**src/rtl/vrg_pkg.sv**
```systemverilog
package vrg_pkg;
  // register addresses
  localparam int REG_TOTALS = 0;
  localparam int REG_HBORD  = 1;
  localparam int REG_VBORD  = 2;
  localparam int REG_HWIN   = 3;
  localparam int REG_VWIN   = 4;
  localparam int REG_WINHT  = 5;
  localparam int REG_CTRL   = 6;
  localparam int NUM_REGS   = 7;
  // control word bit positions
  localparam int CB_DISP  = 0;
  localparam int CB_SDBL  = 1;
  localparam int CB_BLANK = 3;
  localparam int CB_INTL  = 4;
  localparam int CB_VIDEO = 8;
  localparam int CB_CDBL  = 23;
  // upper field base of a packed register
  localparam int HI_BASE  = 16;

  typedef struct packed {
    logic pixEn;
    logic lineEnd;
    logic frameEnd;
  } vrgStrobe_t;
endpackage

```
**src/rtl/vrg_ctrl.sv**
```systemverilog
module vrg_ctrl
  import vrg_pkg::*;
#(
  parameter int CW = 10
) (
  input  logic          clk,
  input  logic          rstN,
  input  logic [CW-1:0] hTotal,
  input  logic [CW-1:0] vTotal,
  input  logic          clkDbl,
  output logic [CW-1:0] hCnt,
  output logic [CW-1:0] vCnt,
  output vrgStrobe_t    stb
);
  logic phase;

  always_comb begin
    stb.pixEn    = clkDbl | phase;
    stb.lineEnd  = stb.pixEn && (hCnt == hTotal);
    stb.frameEnd = stb.lineEnd && (vCnt == vTotal);
  end

  always_ff @(posedge clk) begin
    if (!rstN) begin
      phase <= 1'b0;
      hCnt  <= '0;
      vCnt  <= '0;
    end else begin
      phase <= ~phase;
      if (stb.pixEn) begin
        if (stb.lineEnd) begin
          hCnt <= '0;
          vCnt <= stb.frameEnd ? '0 : vCnt + 1'b1;
        end else begin
          hCnt <= hCnt + 1'b1;
        end
      end
    end
  end
endmodule

```
**src/rtl/vrg_path.sv**
```systemverilog
module vrg_path
  import vrg_pkg::*;
#(
  parameter int CW = 10,
  parameter int AW = 3,
  parameter int DW = 32
) (
  input  logic          clk,
  input  logic          rstN,
  input  logic          wrEn,
  input  logic [AW-1:0] wrAddr,
  input  logic [DW-1:0] wrData,
  input  vrgStrobe_t    stb,
  input  logic [CW-1:0] hCnt,
  input  logic [CW-1:0] vCnt,
  output logic [CW-1:0] hTotal,
  output logic [CW-1:0] vTotal,
  output logic          clkDbl,
  output logic          intlOn,
  output logic          hSync,
  output logic          vSync,
  output logic          borderOn,
  output logic          pixelOn,
  output logic [CW-1:0] winLine,
  output logic          field,
  output logic          frameIrq
);
  logic [NUM_REGS-1:0][DW-1:0] shadowR;
  logic [NUM_REGS-1:0][DW-1:0] actR;
  logic unusedBits;
  assign unusedBits = ^actR;

  always_ff @(posedge clk) begin
    if (!rstN) begin
      shadowR  <= '0;
      actR     <= '0;
      field    <= 1'b0;
      frameIrq <= 1'b0;
    end else begin
      if (wrEn && (int'(wrAddr) < NUM_REGS)) shadowR[wrAddr] <= wrData;
      frameIrq <= stb.frameEnd;
      if (stb.frameEnd) begin
        actR  <= shadowR;
        field <= shadowR[REG_CTRL][CB_INTL] ? ~field : 1'b0;
      end
    end
  end

  logic [CW-1:0] hBs, hBe, vBs, vBe, hWs, hWw, vWl, vWsh, vWh, vWs, rowOff;
  logic [DW-1:0] ctrl;
  logic inBorder, inCols, inRows;

  always_comb begin
    hTotal = actR[REG_TOTALS][CW-1:0];
    vTotal = actR[REG_TOTALS][HI_BASE +: CW];
    hBs    = actR[REG_HBORD][HI_BASE +: CW];
    hBe    = actR[REG_HBORD][CW-1:0];
    vBs    = actR[REG_VBORD][HI_BASE +: CW];
    vBe    = actR[REG_VBORD][CW-1:0];
    hWs    = actR[REG_HWIN][HI_BASE +: CW];
    hWw    = actR[REG_HWIN][CW-1:0];
    vWl    = actR[REG_VWIN][HI_BASE +: CW];
    vWsh   = actR[REG_VWIN][CW-1:0];
    vWh    = actR[REG_WINHT][CW-1:0];
    ctrl   = actR[REG_CTRL];
    clkDbl = ctrl[CB_CDBL];
    intlOn = ctrl[CB_INTL];

    vWs    = (intlOn && field) ? vWsh : vWl;
    rowOff = vCnt - vWs;

    hSync    = hCnt < hBs;
    vSync    = vCnt < vBs;
    inBorder = (hCnt >= hBs) && (hCnt < hBe) && (vCnt >= vBs) && (vCnt < vBe);
    inCols   = (hCnt >= hWs) && ((hCnt - hWs) < hWw);
    inRows   = (vCnt >= vWs) && (rowOff < vWh);

    borderOn = ctrl[CB_BLANK] | inBorder;
    pixelOn  = ~ctrl[CB_BLANK] & ctrl[CB_DISP] & ctrl[CB_VIDEO] &
               inBorder & inCols & inRows;
    if (!inRows)             winLine = '0;
    else if (ctrl[CB_SDBL])  winLine = rowOff >> 1;
    else                     winLine = rowOff;
  end
endmodule

```
**src/rtl/vid_raster_gen.sv**
```systemverilog
module vid_raster_gen
  import vrg_pkg::*;
#(
  parameter int CW = 10,
  parameter int AW = 3,
  parameter int DW = 32
) (
  input  logic          clk,
  input  logic          rstN,
  input  logic          wrEn,
  input  logic [AW-1:0] wrAddr,
  input  logic [DW-1:0] wrData,
  output logic          pixEn,
  output logic [CW-1:0] hCount,
  output logic [CW-1:0] vCount,
  output logic          hSync,
  output logic          vSync,
  output logic          borderOn,
  output logic          pixelOn,
  output logic [CW-1:0] winLine,
  output logic          field,
  output logic          frameIrq
);
  vrgStrobe_t    stb;
  logic [CW-1:0] hTotal, vTotal;
  logic          clkDbl, intlOn;

  vrg_ctrl #(.CW(CW)) u_ctrl (
    .clk(clk), .rstN(rstN), .hTotal(hTotal), .vTotal(vTotal),
    .clkDbl(clkDbl), .hCnt(hCount), .vCnt(vCount), .stb(stb)
  );

  vrg_path #(.CW(CW), .AW(AW), .DW(DW)) u_path (
    .clk(clk), .rstN(rstN), .wrEn(wrEn), .wrAddr(wrAddr), .wrData(wrData),
    .stb(stb), .hCnt(hCount), .vCnt(vCount), .hTotal(hTotal),
    .vTotal(vTotal), .clkDbl(clkDbl), .intlOn(intlOn), .hSync(hSync),
    .vSync(vSync), .borderOn(borderOn), .pixelOn(pixelOn),
    .winLine(winLine), .field(field), .frameIrq(frameIrq)
  );

  assign pixEn = stb.pixEn;
endmodule

```
**config.mk**
```make
export PLATFORM = sky130hd
export DESIGN_NAME = vid_raster_gen
export DESIGN_NICKNAME = d
export VERILOG_FILES = /design/src/rtl/vrg_pkg.sv /design/src/rtl/vrg_ctrl.sv /design/src/rtl/vrg_path.sv /design/src/rtl/vid_raster_gen.sv
export SDC_FILE = /design/constraint.sdc
export NUM_CORES = 1
export LEC_CHECK = 0
export ABC_AREA = 1
export BUFFER_PORTS_ARGS = -buffer_cell sky130_fd_sc_hd__buf_2
export CAP_MARGIN = 20
export CORE_MARGIN = 2
export CORE_UTILIZATION = 55
export CTS_CLUSTER_SIZE = 10
export DETAILED_ROUTE_END_ITERATION = 10
export GPL_TIMING_DRIVEN = 1
export PLACE_DENSITY = 0.85
export SLEW_MARGIN = 20
export SYNTH_ARGS = -nofsm -noshare
export SYNTH_HDL_FRONTEND = slang
export SYNTH_SLANG_ARGS = --single-unit
```
**constraint.sdc**
```tcl
create_clock -name clk -period 4.9 [get_ports clk]
set_input_delay 0.98 -clock clk [delete_from_list [all_inputs] [get_ports clk]]
set_output_delay 0.98 -clock clk [all_outputs]
set_load 0.02 [all_outputs]
```
==> results.toml <==
[floorplan]
io_pins = 75
fp-row-count = 53
dieWidth_um = 151
dieArea_um2 = 22700
core-area_um2 = 21100
fp.dieH_um = 151
start_util_pct = 56.1

[clocking]
cts_tree = "done"
clock-sinks = 255
htree_num_levels = 1
cts-buffers-inserted = 29
cts_buffer_depth = 3
clkSlewWorstSetupHoldPaths_ns = 0.05
clk-insertion-delay-late_ns = 0.55
cts_hold_buffers = 0
ctsRootBufferMaster = "clkbuf_16"

[synth]
ys_ff_latch = 255
synth_cells = 1621
syn_nets = 1739
synth_area_leaders = "dfxtp_1 43%, nand2_1 11%, nor2_1 9.9%"
synth_ff_type = "dfxtp_1"
syn_area_per_cell_um2 = 7.30
synth_edf_count = 0
synth-seq-area-share_pct = 43.1
yosysMostFrequentCell = "nand2_1"
synth_top_area_share_pct = 43.1
ys_types = 44
ys_warn_count = 0
yosys.area.top_type = "dfxtp_1"
synth_common_cells = "348 x nand2_1, 311 x nor2_1, 255 x dfxtp_1"
syn_area_um2 = 11800
async_flop_share_pct = 0

[run]
maxCapViolations = 0

[pwr]
swShare_pct = 26.3
peakVddDrop_uv = 260
pwr-share-comb_pct = 11.7
pwr_density_cell_nw_per_um2 = 342
p_switching_uw = 1190
p_leak_uw = 0.00622
clkPwrFrac_pct = 40.6
power.total_uw = 4530
seqPwrFrac_pct = 47.7
p_int_uw = 3340

[grt]
grt_pass1_vias = 10400
track_usage_pct = 29.3
grt_pass1_wl_um = 52400
antenna_found_initial = 0
overflow = 0
grt_max_degree = 74

[sta]
period_needed_ns = 4.71
fin_skew_ns = 0.0151
max_freq_mhz = 212
tightest_slew_ns = 1.12
finalCritPeriodShare_pct = 96.1
slew_headroom_pct = 25.4
finalHoldViolCount = 0
holdWs_ns = 0.417
slew_viol_final = 0
setup_viol_count_final = 0

[worst_setup_path]
cp-start-kind = "flop"
worstPathRequired_ns = 3.92
r2r_setup_slack_ns = 1.99
r2r_end = "u_path.actR[167]"
cp_max_fo = 6
reg2reg_from = "u_ctrl.hCnt[1]"
crit_arrival_ns = 3.73
crit_type = "flop to primary output"
reg2reg_depth = 11
critPathCaptureType = "primary output"

[route]
drt-total-wl_um = 33400
drc_errors = 0
wl_per_cell_um = 17.1
dr.pass1.iters = 6
via_per_inst = 5.59
vias = 11000
antenna_left = 0
drt_iter0_markers = 986

[cells_and_area]
finalNetCount = 1800
diodes = 0
final.fill_count = 1821
areaGrowthSynthToFinish_pct = 12.0
drive_gt1_share_pct = 10.2

[min_path]
min-delay-start = "u_ctrl.phase"
min_path_cells = 1
hold_class = "flop to flop"
min_to = "u_ctrl.phase"

[placement]
dp.final_hpwl_um = 22300
place_congestion = 0.911
placement.io_buffers = 62

[status]
status = "complete, no violations"
[power by group through the flow]
stage | registers (uW) | clock network, uW | logic [uW]
after floorplan | 2200 | 0 | 347
after global placement | 2200 | 0 | 477
after detailed placement | 2200 | 0 | 490
after CTS | 2160 | 1850 | 496
after global routing | 2160 | 1920 | 578
final | 2160 | 1840 | 530
[cell usage in the layout, fill, tap and decap left out, types with 13 or more instances in the layout]
cell type | Yosys | layout
inv_1 | 149 | 148
nand4_1 | 16 | 16
o21ai_0 | 211 | 210
buf_2 | 13 | 56
nand2_1 | 348 | 345
buf_4 | 4 | 33
nand3_1 | 34 | 34
nand2_2 | 23 | 25
xor2_1 | 14 | 13
nor2_1 | 311 | 307
clkbuf_16 | 0 | 29
a21oi_1 | 37 | 35
dfxtp_1 | 255 | 253
ha_1 | 78 | 78
[state kept, by name (all words and copies together), names as in the netlist]
| signal | cells |
|---|---|
| u_path.vTotal | 10 |
| u_path.shadowR | 116 |
| u_ctrl.vCnt | 10 |
| u_ctrl.phase | 1 |
| u_path.ctrl | 6 |
| u_path.frameIrq | 1 |
| u_path.actR | 90 |
| u_ctrl.hCnt | 10 |
| u_path.hTotal | 10 |
| u_path.field | 1 |
[cell type report]
class | instances | area [um^2] | area share [%]
multi-input cells | 1148 | 5900 | 44.5
repair buffers | 90 | 548 | 4.13
clock buffers | 33 | 751 | 5.66
inverters | 158 | 593 | 4.47
flip-flops and latches | 255 | 5110 | 38.5
well taps | 275 | 344 | 2.60
clock inverters | 1 | 8.76 | 0.0661
[worst max-delay path by stage]
stage / from / end / slack, ns / cells past startpoint
CTS: u_path.field / pixelOn / 0.06 / 17
finish: u_path.field / winLine[3] / 0.19 / 17
floorplan: u_path.field / winLine[8] / 0.61 / 17
global route: u_path.field / winLine[3] / -0.03 / 17
detailed placement: u_path.field / pixelOn / 0.38 / 17
global placement: u_path.field / pixelOn / 0.43 / 17
[what timing repair did]
item | in CTS | in global routing
setup endpoints to repair | 11 | 11
setup buffers | 0 | 3
gates cloned | 0 | 1
gates resized for setup | 2 | 23
pin swaps | 0 | 5
hold endpoints to repair | 0 | 0
[cell families (layout without fill, tap and decap cells)]
family,after synthesis,count (layout),share of synthesized area (%)
multiplexers,12,12,1.03
AO/OA/AOI/OAI,272,272,12.0
adder cells (fa/ha/maj),80,80,8.58
XOR/XNOR,24,24,1.78
flip-flops,255,255,43.1
buffers and inverters,219,282,7.53
AND/OR/NAND/NOR,759,760,25.9
[critical path, cell delays in order, from the launching register on]
cell and delay, ns:
dfxtp_2 0.34, nand2_4 0.12, mux2_2 0.35, ha_1 0.20, inv_2 0.08, fa_2 0.23
nand3_1 0.10, nand2_2 0.12, a21oi_2 0.08, or2_2 0.29, nand2_1 0.10, ha_1 0.23
nand4_1 0.09, o221ai_1 0.14, nor2_2 0.23, nand2_4 0.16, nor2_1 0.15, buf_4 0.16
[routing by layer]
layer  global-route usage (%)  share of wire [%]  vias up  wire (um)
met3                     4.97                9.4      115       3140
met2                     47.0                 44      498      14800
li1                         -                  -     5272          -
met5                        0                  0        -          0
met4                     13.0                5.0        0       1670
met1                     38.8                 41     5074      13900
[metrics by stage]
step                      utilization [%]  setup TNS, ns  setup slack, ns  area, um^2  instances
after floorplan                         -              0            0.608       11800       1621
after global placement               58.8              0            0.430       12400       1922
after detailed placement             58.8              0            0.384       12400       1922
after CTS                            62.4              0           0.0613       13200       1956
after global routing                 62.9        -0.0441          -0.0308       13300       1960
final                                62.9              0            0.193       13300       1960
No activity file was read; power rests on OpenSTA's default activity.
